===== src/rtl/rkey_store.sv =====
module rkey_store #(
  parameter int MAX_ROUNDS = 14,
  parameter int BUS_W      = 64,
  parameter int RK_W       = 128,
  localparam int RW        = $clog2(MAX_ROUNDS + 1)
) (
  input  logic             clk,
  input  logic             rst_n,
  input  logic             load_start,
  input  logic [RW-1:0]    cfg_rounds,
  input  logic             wr_vld,
  input  logic [BUS_W-1:0] wr_data,
  input  logic [RW-1:0]    rd_round,
  output logic [RK_W-1:0]  rd_key,
  output logic [RK_W-1:0]  first_key,
  output logic [RK_W-1:0]  last_key
);
  localparam int WPK    = RK_W / BUS_W;
  localparam int LANES  = RK_W / 32;
  localparam int LPW    = BUS_W / 32;
  localparam int DEPTH  = MAX_ROUNDS - 1;
  localparam int NWORDS = WPK * (MAX_ROUNDS + 1);
  localparam int CW     = $clog2(NWORDS + 1);
  localparam int AW     = (DEPTH > 1) ? $clog2(DEPTH) : 1;

  logic [CW-1:0]   cnt_q, widx, wround, wpart;
  logic [RW-1:0]   nr_q, nr_now;
  logic            take, to_first, to_last, to_mem;
  logic [AW-1:0]   waddr, raddr;
  logic            rd_ok, rd_ok_q;
  logic [RK_W-1:0] first_q, last_q, rd_word;

  assign widx     = load_start ? '0 : cnt_q;
  assign nr_now   = load_start ? cfg_rounds : nr_q;
  assign wround   = widx / CW'(WPK);
  assign wpart    = widx % CW'(WPK);
  assign take     = wr_vld && (wround <= CW'(nr_now));
  assign to_first = take && (wround == '0);
  assign to_last  = take && !to_first && (wround == CW'(nr_now));
  assign to_mem   = take && !to_first && !to_last;
  assign waddr    = to_mem ? AW'(wround - 1'b1) : '0;

  assign rd_ok = (rd_round != '0) && (rd_round < RW'(MAX_ROUNDS));
  assign raddr = rd_ok ? AW'(rd_round - 1'b1) : '0;

  always_ff @(posedge clk or negedge rst_n) begin
    if (!rst_n) begin
      cnt_q   <= '0;
      nr_q    <= RW'(MAX_ROUNDS);
      rd_ok_q <= 1'b0;
    end else begin
      nr_q    <= nr_now;
      cnt_q   <= take ? widx + 1'b1 : widx;
      rd_ok_q <= rd_ok;
    end
  end

  always_ff @(posedge clk or negedge rst_n) begin
    if (!rst_n) begin
      first_q <= '0;
      last_q  <= '0;
    end else begin
      for (int h = 0; h < WPK; h++) begin
        if (to_first && wpart == CW'(h)) first_q[RK_W-1-h*BUS_W -: BUS_W] <= wr_data;
        if (to_last  && wpart == CW'(h)) last_q[RK_W-1-h*BUS_W -: BUS_W]  <= wr_data;
      end
    end
  end

  for (genvar L = 0; L < LANES; L++) begin : g_lane
    localparam int H   = (LANES - 1 - L) / LPW;
    localparam int SUB = L - (LANES - (H + 1) * LPW);
    logic [31:0] mem [DEPTH];
    logic [31:0] q;
    always_ff @(posedge clk) begin
      if (to_mem && wpart == CW'(H)) mem[waddr] <= wr_data[32*SUB +: 32];
      q <= mem[raddr];
    end
    assign rd_word[32*L +: 32] = q;
  end

  assign rd_key    = rd_ok_q ? rd_word : '0;
  assign first_key = first_q;
  assign last_key  = last_q;
endmodule



===== config.mk =====
export PLATFORM = sky130hd
export DESIGN_NAME = rkey_store
export DESIGN_NICKNAME = d
export VERILOG_FILES = /design/src/rtl/rkey_store.sv
export SDC_FILE = /design/constraint.sdc
export NUM_CORES = 2
export LEC_CHECK = 0
export ABC_CLOCK_PERIOD_IN_PS = 11700
export BUFFER_PORTS_ARGS = -buffer_cell sky130_fd_sc_hd__buf_4
export CAP_MARGIN = 0
export CORE_UTILIZATION = 30
export DETAILED_ROUTE_END_ITERATION = 12
export PLACE_DENSITY_LB_ADDON = 0.08
export SYNTH_ARGS = -nofsm -noshare
export SYNTH_HDL_FRONTEND = slang
export SYNTH_SLANG_ARGS = --single-unit

===== constraint.sdc =====
create_clock -name clk -period 11.7 [get_ports clk]
set_clock_uncertainty 0.1 [all_clocks]
set_input_delay 0.585 -clock clk [delete_from_list [all_inputs] [get_ports clk]]
set_output_delay 0.585 -clock clk [all_outputs]
set_load 0.01 [all_outputs]

==> Yosys cells after proc, flatten, opt, wreduce, memory -nomap -nowiden <==
Memories as Yosys holds them, arrays and structs flattened. A register that Yosys moved wholly into a read port is not among the register bits.
Cells that the tools add are included.
W data, S select, Z words.
{ "totals": {"ram_bits": 1664, "elab_cells": 44, "ff_bits": 266, "input_bits": 76, "out_inout_bits": 384, "n_memories": 4} }
{ "op_classes": {"n_reduce_logical": 17, "add_sub_neg": 3, "n_mux": 10, "n_eq_ne": 1, "n_lt_le_gt_ge": 2} }
{ "memory_table": {"columns": ["memory", "words", "width", "rd", "rd_ports_with_merged_regs", "write_ports", "line", "text"], "rows": [
  ["g_lane[0].mem", 13, 32, 1, 1, 1, "73", "logic [31:0] mem [DEPTH];"],
  ["g_lane[1].mem", 13, 32, 1, 1, 1, "73", null],
  ["g_lane[2].mem", 13, 32, 1, 1, 1, "73", null],
  ["g_lane[3].mem", 13, 32, 1, 1, 1, "73", null]
]} }
{ "ops": {"columns": ["cell", "n"], "rows": [
  ["$mux W128", 1],
  ["$logic_and A1 B1 Y1", 12],
  ["$mux W4", 3],
  ["$logic_not A5 Y1", 2],
  ["$mux W5", 2],
  ["$sub A4 B1 Y4 const B", 2],
  ["$add A5 B1 Y5 const B", 1],
  ["$eq A4 B4 Y1", 1],
  ["$le A4 B4 Y1", 1],
  ["$lt A4 B4 Y1 const B", 1],
  ["$mux W1", 4],
  ["$reduce_bool A4 Y1", 1],
  ["$logic_not A1 Y1", 2]
]} }

==> Longest topological paths before layout <==
{ "depth": {"ltp_word": 12, "depth_mapped": 15, "mapped_depth_nobuf": 8} }

==> Least setup slack after synthesis <==
OpenSTA, ideal clock, no wires.
{ "synth_timing": {"path_kind": "input port to flip-flop", "from": "input port load_start", "to": "memory g_lane[0].mem[10][0], enable pin", "stages": 9, "setup_time_ns": 0.645, "path_buffers": 2, "setup_slack_ns": 2.083, "t_arrival_ns": 8.872, "cell_sequence": "buf_2 buf_1 mux2i_1 ha_1 nor4bb_1 or3b_2 a311oi_2 nand3_1 nor4_1"} }
{ "synth_via": {"elab_chain_cells": 12, "word_cells_on_any_way": 17, "classes_between": "add/sub: 1; order compare: 1; eq/ne: 1; mux: 5; reduce/logical: 9"} }
{ "synth_rtl": {"columns": ["element", "line", "text"], "rows": [
  ["from (decl)", "9", "input logic load_start,"],
  ["$mux W5 / $mux W4 (equally long branches)", "33, 34", null],
  ["$le A4 B4 Y1", "37", "assign take = wr_vld && (wround <= CW'(nr_now));"],
  ["$logic_and A1 B1 Y1", "37", null],
  ["$logic_and A1 B1 Y1", "38", "assign to_first = take && (wround == '0);"],
  ["$logic_not A1 Y1", "39, 40", null],
  ["$logic_and A1 B1 Y1", "39, 40", null],
  ["$logic_and A1 B1 Y1", "39", "assign to_last = take && !to_first && (wround == CW'(nr_now));"],
  ["$logic_not A1 Y1", "40", "assign to_mem = take && !to_first && !to_last;"],
  ["$logic_and A1 B1 Y1", "40", null],
  ["$logic_and A1 B1 Y1", "76", "if (to_mem && wpart == CW'(H)) mem[waddr] <= wr_data[32*SUB +: 32];"],
  ["$mux W1", "76", null],
  ["$mux W1 (implied by the code)", "76", null],
  ["to (decl)", "73", null]
]} }
Several ways; a longest one is shown, not always the timed one.

==> Worst setup path after layout <==
{ "layout_timing": {"from": "input port load_start", "to": "memory g_lane[0].mem[1][0], enable pin"} }
The elaborated chain is that of the path after synthesis.

==> impl_metrics.json <==
{
  "syn_nets": 4955,
  "netlist_top_cells_area": "edfxtp_1, dfrtp_1, mux2_2",
  "synth-main-ff-cell": "edfxtp_1",
  "cp.arrival_ns": 5.72,
  "initial_core_util_pct": 30.1,
  "dieWidth_um": 518,
  "grt_use_total_pct": 20.5,
  "power.switching_mw": 4.50,
  "fp.coreArea_sq_mm": 0.265,
  "yosysUniqueCellTypes": 71,
  "cts_tree": "built",
  "drc": 0,
  "overflow": 0,
  "holdWs_ns": 0.0483,
  "rows": 189,
  "synth_top_area_share_pct": 62.6,
  "vdd_ir_drop_max_mv": 0.161,
  "nets": 5439,
  "dp_hpwl_mm": 150,
  "cts_sinks": 2058,
  "ys_seq_area_share_pct": 74.1,
  "clock_latency_ns": 0.92,
  "internal-power_mw": 13.3,
  "io_buffers": 459,
  "grt_setup_unrepaired": "no",
  "grt_pass1_vias": 48000,
  "min_path_type": "input port to flop",
  "firstDrtPassIters": 7,
  "leakagePower_nw": 32.0,
  "power_switching_share_pct": 25.3,
  "combPwrFrac_pct": 11.6,
  "post_drt_via_cell_ratio": 5.23,
  "clkTransAtPathRegs_ns": 0.06,
  "start_kind": "input port",
  "synth_seq_cells": 2058,
  "multi_input_area_sq_mm": 0.0192,
  "final_layout_size_suffix_gt1_share_pct": 22.8,
  "antenna_found_initial": 31,
  "cts_max_path_buffers": 3,
  "synth_top_area_cell": "edfxtp_1",
  "cts_max_level": 4,
  "numCtsBuffers": 230,
  "netlist_top_cells_count": "edfxtp_1, and2_1, dfrtp_1",
  "max_cap_violations": 0,
  "synth_edf_count": 1664,
  "die-area_sq_mm": 0.268,
  "status": "finished clean",
  "end_kind": "flop",
  "clock_power_share_pct": 40.7,
  "crit_type": "input port to flop",
  "fmax_mhz": 188,
  "synth.most_common_cell": "edfxtp_1",
  "ant_nets": 0,
  "ys_warn_count": 0,
  "ios": 460,
  "drt-wirelength-per-cell_um": 30.8,
  "slew_violations": 0,
  "avgSynthCellArea_sq_um": 16.4,
  "min_period_ns": 5.33,
  "num_vias": 47600,
  "die_h_um": 518,
  "gp_congestion": 0.728,
  "powerDensity_mw_per_mm2": 186,
  "nFillCells": 25200,
  "tightest_slew_ns": 1.17,
  "root_buffer": "clkbuf_16",
  "fin_tns_setup_ns": 0,
  "syn_area_sq_mm": 0.0798,
  "slew_headroom_pct": 22.1,
  "grt_max_degree": 137,
  "setup_viol": 0,
  "seqPwrFrac_pct": 47.7,
  "wl_mm": 281,
  "async_flop_share_pct": 12.9,
  "fin_crit_sh_pct": 45.6,
  "worstPathMaxFanout": 24,
  "areaGrowthSynthToFinish_pct": 19.5,
  "hold_violations": 0,
  "required_ns": 12.09,
  "total_power_mw": 17.8,
  "grt_pass1_wl_mm": 391,
  "synthCells": 4871,
  "regArea_sq_mm": 0.0592,
  "first_iter_violations": 3887
}
## per-stage QoR
step	worst slack (ns)	instance area, sq um	cells	utilization [%]
final	6.37	95400	9106	36.0
after detailed placement	5.82	87300	8607	33.0
after global routing	6.16	95400	9097	36.0
after floorplan	2.08	79800	4871	-
after CTS	6.39	95400	9096	36.0
after global placement	5.91	87300	8607	33.0
## placed cells by master (no fill, tap or decap), drive strengths merged, types with 106 or more instances in the layout
cell type / count
dfrtp: 263
and2: 315
edfxtp: 1664
nor2: 119
buf: 577
o2bb2ai: 160
mux2i: 200
o22ai: 127
o32ai: 125
dfxtp: 128
mux2: 262
a2111oi: 252
clkbuf: 338
nor4: 106
## cell type report
type                            count  share of cell area, %
Tap cell                         3533                   4.63
Inverter                           10                 0.0551
Timing Repair Buffer              626                   5.14
Clock buffer                      338                   6.81
Clock inverter                    102                   1.14
Antenna cell                       10                 0.0262
Multi-Input combinational cell   2429                   20.2
Sequential cell                  2058                   62.0
## critical path, cell delays in order
cell	delay, ns
dlygate4sd3_1	0.53
buf_4	0.24
nand2b_1	0.53
ha_1	0.35
nand2b_1	0.14
a21o_1	0.19
a311oi_2	0.41
nand3_1	0.57
nor2_4	0.90
buf_4	0.57
buf_4	0.60
## final timing paths
| path | cells past startpoint | end | slack, ns | startpoint |
|---|---|---|---|---|
| worst max-delay path | 11 | g_lane[0].mem[1][0] | 6.37 | load_start |
| worst min-delay path | 1 | g_lane[2].mem[3][26] | 0.05 | wr_data[26] |
| worst max register to register | 9 | g_lane[0].mem[1][0] | 6.47 | nr_q[3] |
| worst min register to register | 1 | last_key[31] | 0.39 | last_key[31] |
| max in group asynchronous | 4 | first_key[99] | 9.55 | rst_n |
| min in group asynchronous | 2 | last_key[65] | 0.20 | rst_n |
## kinds of logic (layout without fill, tap and decap cells)
kind of cell / Yosys count / in the layout / synth area share, %
AO/OA/AOI/OAI: 1009 / 1009 / 10.3
multiplexers: 462 / 462 / 6.20
XOR/XNOR: 7 / 7 / 0.0768
AND/OR/NAND/NOR: 943 / 943 / 6.99
adder cells (fa/ha/maj): 8 / 8 / 0.125
other: 0 / 10 / 0
flip-flops: 2058 / 2058 / 74.1
buffers and inverters: 384 / 1076 / 2.18
## sequential cells by signal (all words and copies together), names as in the netlist
signal,count
cnt_q,5
first_key,128
g_lane.mem,1664
g_lane.q,128
last_key,128
nr_q,4
rd_ok_q,1
## metal layers
metal,share of wire (%),wire length (um),global-route usage [%],vias up
li1,-,-,-,20600
met1,46,128000,28.7,25300
met2,47,133000,33.4,1358
met3,5.2,14500,3.31,328
met4,1.9,5220,4.37,4
met5,0.0078,22,0,-
## power groups by stage
stage	combinational [mW]	sequential (mW)	clock, mW
3_5_place_dp	2.09	8.63	0
2_1_floorplan	0.877	8.63	0
3_3_place_gp	2.09	8.64	0
4_1_cts	2.11	8.49	7.43
6_report	2.07	8.47	7.23
5_1_grt	2.22	8.51	7.69
## timing repair
item / in CTS / in global routing
endpoints found under the setup margin: 0 / 0
resized for setup: 0 / 0
hold buffers: 49 / 0
setup buffers: 0 / 0
endpoints found under the hold margin: 859 / 0
(Power assumes the default switching activity.)
